$ cat src/rtl/usbf_ctl_pkg.sv
package usbf_ctl_pkg;
  localparam int SEL_W = 3;
  localparam logic [SEL_W-1:0] SEL_ADDR = 3'd0;
  localparam logic [SEL_W-1:0] SEL_PWR  = 3'd1;
  localparam logic [SEL_W-1:0] SEL_FLAG = 3'd2;
  localparam logic [SEL_W-1:0] SEL_IEN  = 3'd3;
  localparam logic [SEL_W-1:0] SEL_IDX  = 3'd4;

  localparam int NIRQ     = 3;
  localparam int IRQ_RST  = 0;
  localparam int IRQ_SUSP = 1;
  localparam int IRQ_RES  = 2;
  localparam logic [NIRQ-1:0] IEN_DEFAULT = 3'b101;

  localparam int PWR_SUSEN = 0;
  localparam int PWR_SUSP  = 1;
  localparam int PWR_RST   = 3;
endpackage

$ cat src/rtl/usbf_addr_unit.sv
module usbf_addr_unit #(
  parameter int ADDR_W = 7
) (
  input  logic              clk,
  input  logic              rst_all,
  input  logic              wr_en,
  input  logic [ADDR_W-1:0] wr_addr,
  input  logic              xfer_done,
  input  logic              bus_rst,
  output logic [ADDR_W-1:0] eff_addr,
  output logic [ADDR_W-1:0] pend_addr,
  output logic              upd
);
  always_ff @(posedge clk) begin
    if (rst_all || bus_rst) begin
      eff_addr  <= '0;
      pend_addr <= '0;
      upd       <= 1'b0;
    end else begin
      if (xfer_done && upd) eff_addr <= pend_addr;
      if (wr_en) begin
        pend_addr <= wr_addr;
        upd       <= 1'b1;
      end else if (xfer_done && upd) begin
        upd <= 1'b0;
      end
    end
  end

  assert_wr_sets_pending_R2: assert property (@(posedge clk) disable iff (rst_all)
    (wr_en && !bus_rst) |=> upd);

  assert_eff_held_R3: assert property (@(posedge clk) disable iff (rst_all)
    !$stable(eff_addr) |-> ($past(xfer_done && upd) || $past(bus_rst) || $past(rst_all)));

  assert_pending_clear_R4: assert property (@(posedge clk) disable iff (rst_all)
    $fell(upd) |-> ($past(xfer_done) || $past(bus_rst) || $past(rst_all)));
endmodule

$ cat src/rtl/usbf_power_unit.sv
module usbf_power_unit
  import usbf_ctl_pkg::*;
(
  input  logic clk,
  input  logic rst,
  input  logic rst_all,
  input  logic pwr_wr,
  input  logic wr_susen,
  input  logic wr_rst,
  input  logic pwr_rd,
  input  logic bus_rst,
  input  logic suspend_det,
  input  logic resume_det,
  output logic soft_q,
  output logic susp_en,
  output logic suspended,
  output logic rst_stat,
  output logic fifo_flush,
  output logic csr_clear,
  output logic susp_evt,
  output logic res_evt
);
  assign susp_evt = suspend_det && susp_en && !suspended && !bus_rst;
  assign res_evt  = resume_det && suspended && !bus_rst;

  always_ff @(posedge clk) begin
    if (rst) soft_q <= 1'b0;
    else     soft_q <= pwr_wr && wr_rst;
  end

  always_ff @(posedge clk) begin
    if (rst_all) begin
      susp_en    <= 1'b0;
      suspended  <= 1'b0;
      rst_stat   <= 1'b0;
      fifo_flush <= 1'b0;
      csr_clear  <= 1'b0;
    end else begin
      fifo_flush <= bus_rst;
      csr_clear  <= bus_rst;
      if (pwr_wr) susp_en <= wr_susen;
      if (bus_rst) begin
        suspended <= 1'b0;
        rst_stat  <= 1'b1;
      end else begin
        if (susp_evt)     suspended <= 1'b1;
        else if (res_evt) suspended <= 1'b0;
        if (pwr_rd) rst_stat <= 1'b0;
      end
    end
  end

  assert_suspend_entry_R9: assert property (@(posedge clk) disable iff (rst_all)
    (suspend_det && susp_en && !bus_rst && !resume_det) |=> suspended);

  assert_reset_leaves_suspend_R10: assert property (@(posedge clk) disable iff (rst_all)
    bus_rst |=> (!suspended && rst_stat));
endmodule

$ cat src/rtl/usbf_irq_unit.sv
module usbf_irq_unit
  import usbf_ctl_pkg::*;
(
  input  logic            clk,
  input  logic            rst_all,
  input  logic            ien_wr,
  input  logic [NIRQ-1:0] ien_wdata,
  input  logic            flag_rd,
  input  logic            bus_rst,
  input  logic            susp_evt,
  input  logic            res_evt,
  output logic [NIRQ-1:0] ien,
  output logic [NIRQ-1:0] flags
);
  logic [NIRQ-1:0] evt;

  always_comb begin
    evt           = '0;
    evt[IRQ_SUSP] = susp_evt;
    evt[IRQ_RES]  = res_evt;
  end

  always_ff @(posedge clk) begin
    if (rst_all) begin
      ien   <= IEN_DEFAULT;
      flags <= '0;
    end else if (bus_rst) begin
      ien          <= ien | IEN_DEFAULT;
      flags        <= '0;
      flags[IRQ_RST] <= 1'b1;
    end else begin
      if (ien_wr) ien <= ien_wdata;
      flags <= (flag_rd ? '0 : flags) | (evt & ien);
    end
  end

  assert_bus_reset_irq_R7: assert property (@(posedge clk) disable iff (rst_all)
    bus_rst |=> (flags == 3'b001 && ien[IRQ_RST] && ien[IRQ_RES]));

  assert_read_clears_R11: assert property (@(posedge clk) disable iff (rst_all)
    (flag_rd && !bus_rst && !susp_evt && !res_evt) |=> (flags == '0));
endmodule

$ cat src/rtl/usbf_dev_ctrl.sv
module usbf_dev_ctrl
  import usbf_ctl_pkg::*;
#(
  parameter int ADDR_W = 7,
  parameter int IDX_W  = 4
) (
  input  logic              clk,
  input  logic              rst,
  input  logic              reg_wr,
  input  logic              reg_rd,
  input  logic [SEL_W-1:0]  reg_sel,
  input  logic [ADDR_W:0]   reg_wdata,
  output logic [ADDR_W:0]   reg_rdata,
  input  logic              xfer_done,
  input  logic              bus_rst_det,
  input  logic              suspend_det,
  input  logic              resume_det,
  input  logic [ADDR_W-1:0] tok_addr,
  output logic              addr_match,
  output logic [ADDR_W-1:0] eff_addr,
  output logic              fifo_flush,
  output logic              csr_clear,
  output logic              irq
);
  localparam int DATA_W = ADDR_W + 1;

  logic              soft_q, rst_all;
  logic              wr_addr_hit, wr_pwr_hit, wr_ien_hit, wr_idx_hit;
  logic              rd_pwr_hit, rd_flag_hit;
  logic [ADDR_W-1:0] pend_addr;
  logic              upd;
  logic              susp_en, suspended, rst_stat, susp_evt, res_evt;
  logic [NIRQ-1:0]   ien, flags;
  logic [IDX_W-1:0]  ep_idx;
  logic [DATA_W-1:0] pwr_view, rd_mux;
  logic              unused_wdata;

  assign rst_all      = rst || soft_q;
  assign unused_wdata = reg_wdata[DATA_W-1];

  assign wr_addr_hit = reg_wr && (reg_sel == SEL_ADDR);
  assign wr_pwr_hit  = reg_wr && (reg_sel == SEL_PWR);
  assign wr_ien_hit  = reg_wr && (reg_sel == SEL_IEN);
  assign wr_idx_hit  = reg_wr && (reg_sel == SEL_IDX);
  assign rd_pwr_hit  = reg_rd && (reg_sel == SEL_PWR);
  assign rd_flag_hit = reg_rd && (reg_sel == SEL_FLAG);

  usbf_addr_unit #(.ADDR_W(ADDR_W)) u_addr (
    .clk       (clk),
    .rst_all   (rst_all),
    .wr_en     (wr_addr_hit),
    .wr_addr   (reg_wdata[ADDR_W-1:0]),
    .xfer_done (xfer_done),
    .bus_rst   (bus_rst_det),
    .eff_addr  (eff_addr),
    .pend_addr (pend_addr),
    .upd       (upd)
  );

  usbf_power_unit u_pwr (
    .clk         (clk),
    .rst         (rst),
    .rst_all     (rst_all),
    .pwr_wr      (wr_pwr_hit),
    .wr_susen    (reg_wdata[PWR_SUSEN]),
    .wr_rst      (reg_wdata[PWR_RST]),
    .pwr_rd      (rd_pwr_hit),
    .bus_rst     (bus_rst_det),
    .suspend_det (suspend_det),
    .resume_det  (resume_det),
    .soft_q      (soft_q),
    .susp_en     (susp_en),
    .suspended   (suspended),
    .rst_stat    (rst_stat),
    .fifo_flush  (fifo_flush),
    .csr_clear   (csr_clear),
    .susp_evt    (susp_evt),
    .res_evt     (res_evt)
  );

  usbf_irq_unit u_irq (
    .clk       (clk),
    .rst_all   (rst_all),
    .ien_wr    (wr_ien_hit),
    .ien_wdata (reg_wdata[NIRQ-1:0]),
    .flag_rd   (rd_flag_hit),
    .bus_rst   (bus_rst_det),
    .susp_evt  (susp_evt),
    .res_evt   (res_evt),
    .ien       (ien),
    .flags     (flags)
  );

  assign irq = |flags;

  always_ff @(posedge clk) begin
    if (rst_all || bus_rst_det) ep_idx <= '0;
    else if (wr_idx_hit)        ep_idx <= reg_wdata[IDX_W-1:0];
  end

  always_comb begin
    pwr_view            = '0;
    pwr_view[PWR_SUSEN] = susp_en;
    pwr_view[PWR_SUSP]  = suspended;
    pwr_view[PWR_RST]   = rst_stat;
    case (reg_sel)
      SEL_ADDR: rd_mux = {upd, pend_addr};
      SEL_PWR:  rd_mux = pwr_view;
      SEL_FLAG: rd_mux = DATA_W'(flags);
      SEL_IEN:  rd_mux = DATA_W'(ien);
      SEL_IDX:  rd_mux = DATA_W'(ep_idx);
      default:  rd_mux = '0;
    endcase
  end

  always_ff @(posedge clk) begin
    if (rst_all) begin
      reg_rdata  <= '0;
      addr_match <= 1'b0;
    end else begin
      if (reg_rd) reg_rdata <= rd_mux;
      addr_match <= (tok_addr == eff_addr);
    end
  end

  assert_bus_reset_strobes_R5: assert property (@(posedge clk) disable iff (rst_all)
    bus_rst_det |=> (fifo_flush && csr_clear && eff_addr == '0));

  assert_strobe_single_R5: assert property (@(posedge clk) disable iff (rst_all)
    (fifo_flush && !bus_rst_det) |=> !fifo_flush);
endmodule

$ cat config.mk
export PLATFORM = sky130hd
export DESIGN_NAME = usbf_dev_ctrl
export DESIGN_NICKNAME = d
export VERILOG_FILES = /design/src/rtl/usbf_ctl_pkg.sv /design/src/rtl/usbf_addr_unit.sv /design/src/rtl/usbf_power_unit.sv /design/src/rtl/usbf_irq_unit.sv /design/src/rtl/usbf_dev_ctrl.sv
export SDC_FILE = /design/constraint.sdc
export NUM_CORES = 1
export LEC_CHECK = 0
export BUFFER_PORTS_ARGS = -buffer_cell sky130_fd_sc_hd__buf_2
export CORE_ASPECT_RATIO = 1.25
export CORE_UTILIZATION = 47
export DETAILED_ROUTE_END_ITERATION = 8
export PLACE_DENSITY = 0.77
export RECOVER_POWER = 100
export SLEW_MARGIN = 10
export SYNTH_ARGS = -nofsm -noshare
export SYNTH_HDL_FRONTEND = slang
export SYNTH_SLANG_ARGS = --single-unit
export TNS_END_PERCENT = 5
$ cat constraint.sdc
create_clock -name clk -period 1.3 [get_ports clk]
set_clock_uncertainty 0.15 [all_clocks]
set_input_delay 0.065 -clock clk [delete_from_list [all_inputs] [get_ports clk]]
set_output_delay 0.065 -clock clk [all_outputs]
set_load 0.01 [all_outputs]
# Word level (Yosys, flattened, before mapping)

Index checks and enable logic that the tools add are counted.

Eq/ne operators: 5
Reductions and logical operators: 24
Bitwise gates (word level): 3
Multiplexer cells: 9

Operator list:

| cell                                           | count |
|---|---|
| case mux 8 bit (5 select lines)                | 1 |
| logical AND 1 bit                              | 13 |
| == test 7 bit                                  | 1 |
| 2-to-1 mux 1 bit                               | 7 |
| == test 3 x 2 -> 1 bit (second input constant) | 2 |
| nonzero test 2 bit                             | 3 |
| AND 3 bit                                      | 1 |
| == test 3 x 1 -> 1 bit (second input constant) | 1 |
| == test 3 bit (second input constant)          | 1 |
| zero test 3 bit                                | 1 |
| 2-to-1 mux 3 bit                               | 1 |
| OR 3 bit                                       | 1 |
| OR reduction 3 bit                             | 1 |
| zero test 1 bit                                | 2 |
| logical OR 1 bit                               | 2 |
| AND reduction 2 bit                            | 1 |
| OR reduction 2 bit                             | 1 |
| inverter 1 bit                                 | 1 |

Logic and storage cells: 56
Register bits: 39

# Longest topological paths before layout

Gate-level depths: netlist (run 1).

Depth in word-level cells: 6
Mapped depth: 5
Mapped depth without buffers: 3

# Modules after synthesis

A second synthesis (run 1) with hierarchy kept.

Cells, all modules: 194
Area total of the unflattened synthesis: 1883.1 um^2

Modules (own cells, without submodules):

| module          | cells an instance | instances | area an instance (um^2) |
|---|---|---|---|
| usbf_dev_ctrl   | 91                | 1         | 824.5 |
| usbf_addr_unit  | 59                | 1         | 628.1 |
| usbf_irq_unit   | 24                | 1         | 240.2 |
| usbf_power_unit | 20                | 1         | 190.2 |

# Worst setup path before layout (run 1)

No wires, ideal clock.

Kind: reg-to-reg
Start point: register u_pwr.soft_q
End point: register reg_rdata[3]
Arrival: 1.088 ns
Slack: 0.001 ns
Path buffers: 0
Setup time: 0.061 ns
Cell stages (with the launch flop): 4
Required time: 1.089 ns
Period minus slack after synthesis: 1.299 ns
Cells stage by stage: dfxtp_1 -> or2_2 -> a2111oi_0 -> a32o_1

Word-level cells in the longest chain between the ends: 1

RTL lines:

| item                   | line                  | RTL |
|---|---|---|
| from (decl)            | usbf_power_unit.sv:14 | `output logic soft_q,` |
| from (signal assigned) | usbf_power_unit.sv:28 | `else soft_q <= pwr_wr && wr_rst;` |
| logical OR 1 bit       | usbf_dev_ctrl.sv:38   | `assign rst_all = rst \|\| soft_q;` |
| to (signal assigned)   | usbf_dev_ctrl.sv:121  | `if (reg_rd) reg_rdata <= rd_mux;` |
| to (decl)              | usbf_dev_ctrl.sv:13   | `output logic [ADDR_W:0] reg_rdata,` |

Every way passes these cells.
A chain may end at the register's enable or synchronous reset.

# Worst setup path after layout (run 1)

Start point: register u_pwr.soft_q
End point: register u_irq.ien[0]

Word-level cells in the longest chain between the ends: 2

RTL lines:

| item                         | line                | RTL |
|---|---|---|
| logical OR 1 bit             | usbf_dev_ctrl.sv:38 |  |
| OR reduction 2 bit (no line) | --                  |  |
| to (signal assigned)         | usbf_irq_unit.sv:28 | `ien <= ien \| IEN_DEFAULT;` |
| to (signal assigned)         | usbf_irq_unit.sv:32 | `if (ien_wr) ien <= ien_wdata;` |
| to (decl)                    | usbf_irq_unit.sv:12 | `output logic [NIRQ-1:0] ien,` |

Every way passes these cells.

==> results of run 1 <==
synthesized netlist by cell type, types with 2 or more instances:
cell and instances:
nand3_1 13, nand4_1 2, nand4b_1 2, nand2_1 33, nand2b_1 4, o21ai_0 3
nand4bb_1 2, buf_2 4, buf_6 2, mux2i_1 6, clkbuf_1 3, nor2_1 13
a21oi_1 23, buf_4 3, a221oi_1 3, nor4bb_1 2, nand3b_1 2, a21boi_0 2
clkbuf_2 2, mux2_2 5, dfxtp_1 39, a22oi_1 4, xnor2_1 7
layout make-up:
class                      count  area, µm²  share of cell area (%)
timing repair buffer          78        498                    20.9
multi-input combinational    142        930                    39.0
sequential                    39        785                    32.9
inverter                       1       3.75                   0.158
clock inverter                 2       35.0                    1.47
clock buffer                   6       82.6                    3.47
tap                           39       48.8                    2.05
where the power goes:
part | switching, mW | internal (mW)
Clock | 0.422 | 0.621
Sequential | 0.00765 | 1.21
Combinational | 0.141 | 0.143
critical path, stage by stage, from the launching register on:
cell      delay, ns
dfxtp_1        0.31
or2_2          0.33
clkbuf_4       0.23
nor2_2         0.13
nand3_1        0.07
worst paths after layout:
path         depth (start not counted)                      start                   endpoint  slack (ns)
min reg2reg                          2  reg_rdata[7]$_SDFFE_PP0P_  reg_rdata[7]$_SDFFE_PP0P_        0.30
min                                  3                bus_rst_det  u_irq.ien[1]$_SDFFE_PP0P_        0.01
max reg2reg                          4    u_pwr.soft_q$_SDFF_PP0_  u_irq.ien[0]$_SDFFE_PP1P_       -0.03
max                                  4    u_pwr.soft_q$_SDFF_PP0_  u_irq.ien[0]$_SDFFE_PP1P_       -0.03
cells by family after synthesis:
group / count (synthesis) / synth area share, %
XOR/XNOR: 7 / 3.50
multiplexers: 11 / 6.63
AND/OR/NAND/NOR: 85 / 26.7
flip-flops: 39 / 44.5
AO/OA/AOI/OAI: 39 / 13.6
buffers and inverters: 15 / 5.14
per-layer routing:
metal  track usage (%)  up-vias  wire length, µm
met2              39.9       46             2180
li1                  -      839                -
met3              4.63        9              197
met1              27.5      788             1920
met4              10.0        0               84
met5                 0        -                0
metrics by stage:
step	setup TNS (ns)	power, mW	hold slack, ns	cells
detailed placement	-0.414	1.47	0.171	278
global placement	-0.461	1.46	0.165	278
finish	-0.0819	2.54	0.0131	307
global route	-0.411	2.63	0.0672	307
CTS	-0.0314	2.55	0.00557	307
floorplan	0	1.38	0.0369	196
what timing repair did:
action	CTS	global route
setup buffers	2	0
pin swaps	2	2
endpoints found under the hold margin	30	0
setup endpoints to repair	3	16
gates resized for setup	4	10
hold buffers	19	0
registers in the layout, summed over array words and instances, names as in the netlist:
register,count
addr_match,1
ep_idx,4
reg_rdata,8
u_addr.eff_addr,7
u_addr.pend_addr,7
u_addr.upd,1
u_irq.flags,3
u_irq.ien,3
u_pwr.fifo_flush,1
u_pwr.rst_stat,1
u_pwr.soft_q,1
u_pwr.susp_en,1
u_pwr.suspended,1
==> impl_metrics.yaml, run 1 <==
run_status:
  status: "complete, but fails checks"
  violations: "setup timing"
power_and_ir_drop:
  power.density_nw_per_um2: 1070
  vdd_drop_max_uv: 1030
  p_leak_nw: 0.865
yosys:
  netlist_top_cells_area: "dfxtp_1 (45%), nand2_1 (7.1%), a21oi_1 (6.6%)"
  ys_seq_elements: 39
  synthCells: 196
  yosys_warnings: 0
  synth_area_um2: 1750
  synthDistinctLibCells: 40
  ys_async_sr_fraction_pct: 0
  synth.top_cell.area_share_pct: 44.5
  syn_avg_cell_area_um2: 8.95
  synth_nets: 222
  synth_top_area_cell: "dfxtp_1"
  yosysSeqAreaShare_pct: 44.5
  synth_ff_type: "dfxtp_1"
  synth_edf_count: 0
sta:
  relSlewSlack_pct: 66.5
  fmax_mhz: 752
  setup_ws_ns: -0.0294
  rsz0062_at_grt: "true"
  drv_slew: 0
  setup_viol: 3
  tightest_slew_ns: 0.503
  hold_violations: 0
  finalCriticalPeriod_ns: 1.33
  timing.final.crit_share_pct: 102
die:
  die_area_um2: 3980
  row_count: 24
  coreArea_um2: 3510
  die_width_um: 56.6
  pin_count: 45
  die_h_um: 70.3
  start_util_pct: 49.9
layout:
  fillCellCount: 292
  syn2layout_area_growth_pct: 35.8
  drive_above_1_share_pct: 24.6
  final_nets: 293
  postLayoutCoreUtil_pct: 67.8
  stdcell_area_um2: 2380
  layout_commonest_cell: "dfxtp_1"
  diodes: 0
  layout_common_cells: "dfxtp_1 (36), nand2_1 (33), buf_2 (24), a21oi_1 (23), clkbuf_1 (20)"
grt:
  grt_pass1_wl_um: 7220
  grt_pass1_vias: 1590
  grt_overflow: 0
  antenna_found_initial: 0
  grt_max_degree: 23
  grt_util_all_layers_pct: 23.2
placement:
  io_buffers: 43
  dpl_worst_slack_ns: -0.0483
  dp_hpwl_um: 2930
  place_congestion: 0.852
  placedInstanceArea_um2: 2040
clock_network:
  cts_tree: "built"
  clk_latency_ns: 0.29
  path_clk_slew_ns: 0.08
  cts_max_level: 2
  cts_made_buffers: 5
  clk_path_buf_depth: 2
  ctsRootBufferMaster: "clkbuf_8"
  cts.sinks: 39
critical_path:
  cp_max_fo: 12
  cp-end-kind: "register"
  crit_type: "register to register"
  start_kind: "register"
  worstPathRequired_ns: 1.32
  crit_arrival_ns: 1.35
hold_path:
  min_path_type: "primary input to register"
drt:
  ant_nets: 0
  drtIter0Drc: 64
  vias_per_cell: 5.48
  finalWirelength_um: 4380
  dr.pass1.iters: 4
  route.vias.total: 1682
  wl_per_cell_um: 14.3
  drc: 0
job:
  timing.max_cap.violations: 0
No activity file was read; power rests on OpenSTA's default activity.
==> inputs of run 2 (changes only) <==
--- a/config.mk
+++ b/config.mk
@@ -11,6 +11,7 @@
 export DETAILED_ROUTE_END_ITERATION = 8
 export PLACE_DENSITY = 0.77
 export RECOVER_POWER = 100
+export SKIP_LAST_GASP = 1
 export SLEW_MARGIN = 10
 export SYNTH_ARGS = -nofsm -noshare
 export SYNTH_HDL_FRONTEND = slang
==> impl_metrics.yaml, run 2 (synthesis results as in run 1) <==
layout:
  top_regs: "reg_rdata (8), u_addr.eff_addr (7), u_addr.pend_addr (7)"
  final_nets: 293
  syn2layout_area_growth_pct: 33.3
  stdcell_area_um2: 2340
  finalNonFillerCells: 307
  largest_reg_flops: 8
  fillCellCount: 300
  drive_above_1_share_pct: 22.8
  layout_common_cells: "dfxtp_1 (36), nand2_1 (33), a21oi_1 (24), buf_2 (23), clkbuf_1 (20)"
  diodes: 0
  top_register: "reg_rdata"
  layout_commonest_cell: "dfxtp_1"
sta:
  finalCriticalPeriod_ns: 1.32
  timing.final.crit_share_pct: 102
  fmax_mhz: 756
  tightest_slew_ns: 0.448
  relSlewSlack_pct: 69.7
  setup_viol: 3
  hold_violations: 0
  drv_slew: 0
  setup_ws_ns: -0.0235
  rsz0062_at_grt: "true"
clock_network:
  cts.sinks: 39
  cts_made_buffers: 5
  path_clk_slew_ns: 0.07
  cts_tree: "built"
  clk_latency_ns: 0.29
  clk_path_buf_depth: 2
  cts_max_level: 2
  ctsRootBufferMaster: "clkbuf_8"
critical_path:
  crit_type: "register to output pin"
  cp-end-kind: "output pin"
  reg2regPathDepth: 4
  worstPathRequired_ns: 1.09
  crit_arrival_ns: 1.11
  reg2reg_from: "u_pwr.soft_q$_SDFF_PP0_"
  cp_max_fo: 2
  start_kind: "register"
  reg2reg_slack_ns: -0.01
  worstReg2RegEnd: "u_irq.ien[0]$_SDFFE_PP1P_"
placement:
  post-place-cells: 278
  placedInstanceArea_um2: 2040
  place_congestion: 0.852
  dpl_worst_slack_ns: -0.0483
  io_buffers: 43
  dp_hpwl_um: 2930
hold_path:
  min-delay-start: "bus_rst_det"
  min_path_type: "primary input to register"
  whs_endpoint: "u_irq.ien[1]$_SDFFE_PP0P_"
  min_path_cells: 3
run_status:
  violations: "setup timing"
  status: "complete, but fails checks"
grt:
  grt_pass1_wl_um: 7240
  grt_max_degree: 23
  grt_pass1_vias: 1589
  grt_overflow: 0
  antenna_found_initial: 0
  grt_util_all_layers_pct: 23.2
power_and_ir_drop:
  p_seq_share_pct: 48.0
  clkPwrFrac_pct: 41.2
  power_switching_mw: 0.563
  p_int_mw: 1.97
  power_mw: 2.53
  switching_share_pct: 22.2
  p_leak_nw: 0.862
  vdd_drop_max_uv: 1030
  p_comb_share_pct: 10.9
  power.density_nw_per_um2: 1080
drt:
  dr.pass1.iters: 4
  vias_per_cell: 5.46
  drc: 0
  finalWirelength_um: 4320
  route.vias.total: 1677
  wl_per_cell_um: 14.1
  drtIter0Drc: 55
  ant_nets: 0
die:
  row_count: 24
  pin_count: 45
  die_area_um2: 3980
  coreArea_um2: 3510
  die_width_um: 56.6
  start_util_pct: 49.9
  die_h_um: 70.3
job:
  timing.max_cap.violations: 0
## run 2: power groups by stage
stage,combinational (mW),sequential (mW),clock (mW)
2_1_floorplan,0.134,1.24,0
3_3_place_gp,0.221,1.24,0
3_5_place_dp,0.224,1.24,0
4_1_cts,0.273,1.21,1.06
5_1_grt,0.297,1.22,1.10
6_report,0.275,1.22,1.04
## run 2: metrics by stage
step           hold slack (ns)  setup TNS [ns]  utilization [%]
2_1_floorplan           0.0369               0                -
3_3_place_gp             0.165          -0.461             58.0
3_5_place_dp             0.171          -0.414             58.0
4_1_cts                0.00557         -0.0692             67.2
5_1_grt                 0.0646          -0.429             66.6
6_report               0.00984         -0.0303             66.6
## run 2: what timing repair did
item                                    4_1_cts  5_1_grt
hold buffers                                 19        0
gates resized for setup                       2        3
pin swaps                                     1        2
setup buffers                                 2        0
endpoints found under the setup margin        3       29
hold endpoints to repair                     30        0
## run 2: how the worst max path moves through the flow
stage	endpoint	slack (ns)	start	cells after the start
floorplan	reg_rdata[3]$_SDFFE_PP0P_	0.001	u_pwr.soft_q$_SDFF_PP0_	3
global placement	ep_idx[0]$_SDFFE_PP0P_	-0.07	reg_sel[1]	5
detailed placement	u_addr.pend_addr[2]$_SDFFE_PP0P_	-0.05	reg_sel[1]	4
CTS	irq	-0.03	u_irq.flags[1]$_SDFF_PP0_	2
global route	irq	-0.06	u_irq.flags[0]$_SDFF_PP0_	2
finish	irq	-0.02	u_irq.flags[0]$_SDFF_PP0_	2
## run 2: routing by layer
layer | up-vias | wire length (µm) | global-route usage (%)
met5 | - | 0 | 0
met4 | 0 | 94 | 10.0
met3 | 8 | 185 | 4.63
met2 | 42 | 2130 | 39.9
met1 | 792 | 1910 | 27.6
li1 | 835 | - | -
## run 2: area by class of cell
cell class | count | area (µm²) | share of cell area (%)
multi-input cells | 142 | 886 | 37.9
clock inverters | 2 | 35.0 | 1.50
well taps | 39 | 48.8 | 2.09
flip-flops and latches | 39 | 785 | 33.5
inverters | 1 | 3.75 | 0.161
clock buffers | 6 | 82.6 | 3.53
repair buffers | 78 | 498 | 21.3
## run 2: critical path, stage by stage (launching register included)
cell and delay [ns]:
dfxtp_2 0.32, or3_1 0.36, buf_2 0.14
==> inputs of run 3 (changes only) <==
==> constraint.sdc (replaced) <==
create_clock -name clk -period 1.3 [get_ports clk]
set_clock_uncertainty 0.15 [all_clocks]
set_input_delay 0 -clock clk [delete_from_list [all_inputs] [get_ports clk]]
set_output_delay 0 -clock clk [all_outputs]
set_load 0.01 [all_outputs]
==> impl_metrics.yaml, run 3 (synthesis results as in run 1) <==
sta:
  timing.final.crit_share_pct: 99.4
  tightest_slew_ns: 0.355
  finalSetupTns_ns: 0
  finalCriticalPeriod_ns: 1.29
  relSlewSlack_pct: 76.0
  fmax_mhz: 774
  setup_viol: 0
  drv_slew: 0
  rsz0062_at_grt: "true"
  hold_violations: 0
die:
  die_width_um: 56.6
  row_count: 24
  pin_count: 45
  coreArea_um2: 3510
  die_area_um2: 3980
  start_util_pct: 49.9
  die_h_um: 70.3
drt:
  dr.pass1.iters: 4
  route.vias.total: 1698
  drc: 0
  drtIter0Drc: 82
  finalWirelength_um: 4620
  ant_nets: 0
  wl_per_cell_um: 15.0
  vias_per_cell: 5.53
hold_path:
  min_path_type: "primary input to register"
  min_path_cells: 3
layout:
  final_nets: 293
  layout_common_cells: "dfxtp_1 (39), nand2_1 (33), buf_2 (24), a21oi_1 (22), dlygate4sd3_1 (22)"
  finalNonFillerCells: 307
  fillCellCount: 292
  syn2layout_area_growth_pct: 34.5
  largest_reg_flops: 8
  drive_above_1_share_pct: 22.0
  top_regs: "reg_rdata (8), u_addr.eff_addr (7), u_addr.pend_addr (7)"
  layout_commonest_cell: "dfxtp_1"
  diodes: 0
  top_register: "reg_rdata"
clock_network:
  cts_max_level: 2
  ctsRootBufferMaster: "clkbuf_8"
  clk_latency_ns: 0.29
  cts.sinks: 39
  postCtsSetupBuffers: 0
  cts_tree: "built"
  clk_path_buf_depth: 2
  cts_made_buffers: 5
  path_clk_slew_ns: 0.08
placement:
  place_congestion: 0.846
  io_buffers: 43
  post-place-cells: 276
  dp_hpwl_um: 2970
critical_path:
  start_kind: "register"
  worstPathRequired_ns: 1.37
  cp-end-kind: "register"
  crit_type: "register to register"
  cp_max_fo: 11
  reg2regPathDepth: 3
  crit_arrival_ns: 1.36
power_and_ir_drop:
  p_seq_share_pct: 47.8
  p_int_mw: 1.97
  vdd_drop_max_uv: 904
  p_leak_nw: 0.860
  power_switching_mw: 0.571
  clkPwrFrac_pct: 41.0
  switching_share_pct: 22.4
  p_comb_share_pct: 11.2
  power.density_nw_per_um2: 1080
run_status:
  status: "completed"
grt:
  grt_max_degree: 23
  antenna_found_initial: 0
  grt_util_all_layers_pct: 24.5
  grt_overflow: 0
  grt_pass1_wl_um: 7560
  grt_pass1_vias: 1627
job:
  timing.max_cap.violations: 0
run 3: stage by stage:
step	hold WS [ns]	setup WS [ns]	util (%)	total power, mW	instance area [µm²]
floorplan	-0.0281	0.00132	-	1.38	1750
global placement	0.0951	-0.00166	57.5	1.46	2020
detailed placement	0.103	-0.0157	57.5	1.46	2020
CTS	0.00483	-0.0203	67.2	2.55	2360
global route	0.0458	-0.0521	67.2	2.63	2360
finish	0.0154	0.00800	67.2	2.54	2360
run 3: final cells by class:
| cell class | instances | area [µm²] | area share (%) |
|---|---|---|---|
| multi-input combinational | 143 | 907 | 38.4 |
| sequential | 39 | 781 | 33.1 |
| timing repair buffer | 77 | 502 | 21.3 |
| clock buffer | 6 | 82.6 | 3.50 |
| tap | 39 | 48.8 | 2.07 |
| clock inverter | 2 | 35.0 | 1.48 |
| inverter | 1 | 3.75 | 0.159 |
run 3: power by group through the flow:
stage | combinational, mW | sequential [mW] | clock [mW]
2_1_floorplan | 0.134 | 1.24 | 0
3_3_place_gp | 0.216 | 1.24 | 0
3_5_place_dp | 0.219 | 1.24 | 0
4_1_cts | 0.272 | 1.22 | 1.06
5_1_grt | 0.305 | 1.22 | 1.11
6_report | 0.284 | 1.22 | 1.04
run 3: metal layers:
layer / up-vias / global-route usage (%) / routed length (µm)
met2: 66 / 41.2 / 2300
met3: 9 / 5.37 / 350
met5: - / 0 / 0
li1: 834 / - / -
met1: 789 / 29.4 / 1880
met4: 0 / 10.8 / 87
run 3: worst paths after layout:
path,startpoint,end,slack (ns)
hold reg to reg,reg_rdata[6]$_SDFFE_PP0P_,reg_rdata[6]$_SDFFE_PP0P_,0.32
hold / removal,bus_rst_det,u_addr.upd$_SDFFE_PP0P_,0.02
setup reg to reg,u_pwr.soft_q$_SDFF_PP0_,u_addr.eff_addr[4]$_SDFFE_PP0P_,0.008
setup / recovery,u_pwr.soft_q$_SDFF_PP0_,u_addr.eff_addr[4]$_SDFFE_PP0P_,0.008
run 3: worst max-delay path: stages, from the launching register on:
cell and delay, ns:
dfxtp_1 0.31, buf_4 0.14, or3_4 0.45, a21oi_1 0.17
run 3: timing repair:
action,4_1_cts,5_1_grt
pin swaps,1,1
gates cloned,0,1
endpoints found under the setup margin,4,23
hold buffers,22,0
gates resized for setup,0,5
endpoints found under the hold margin,37,0
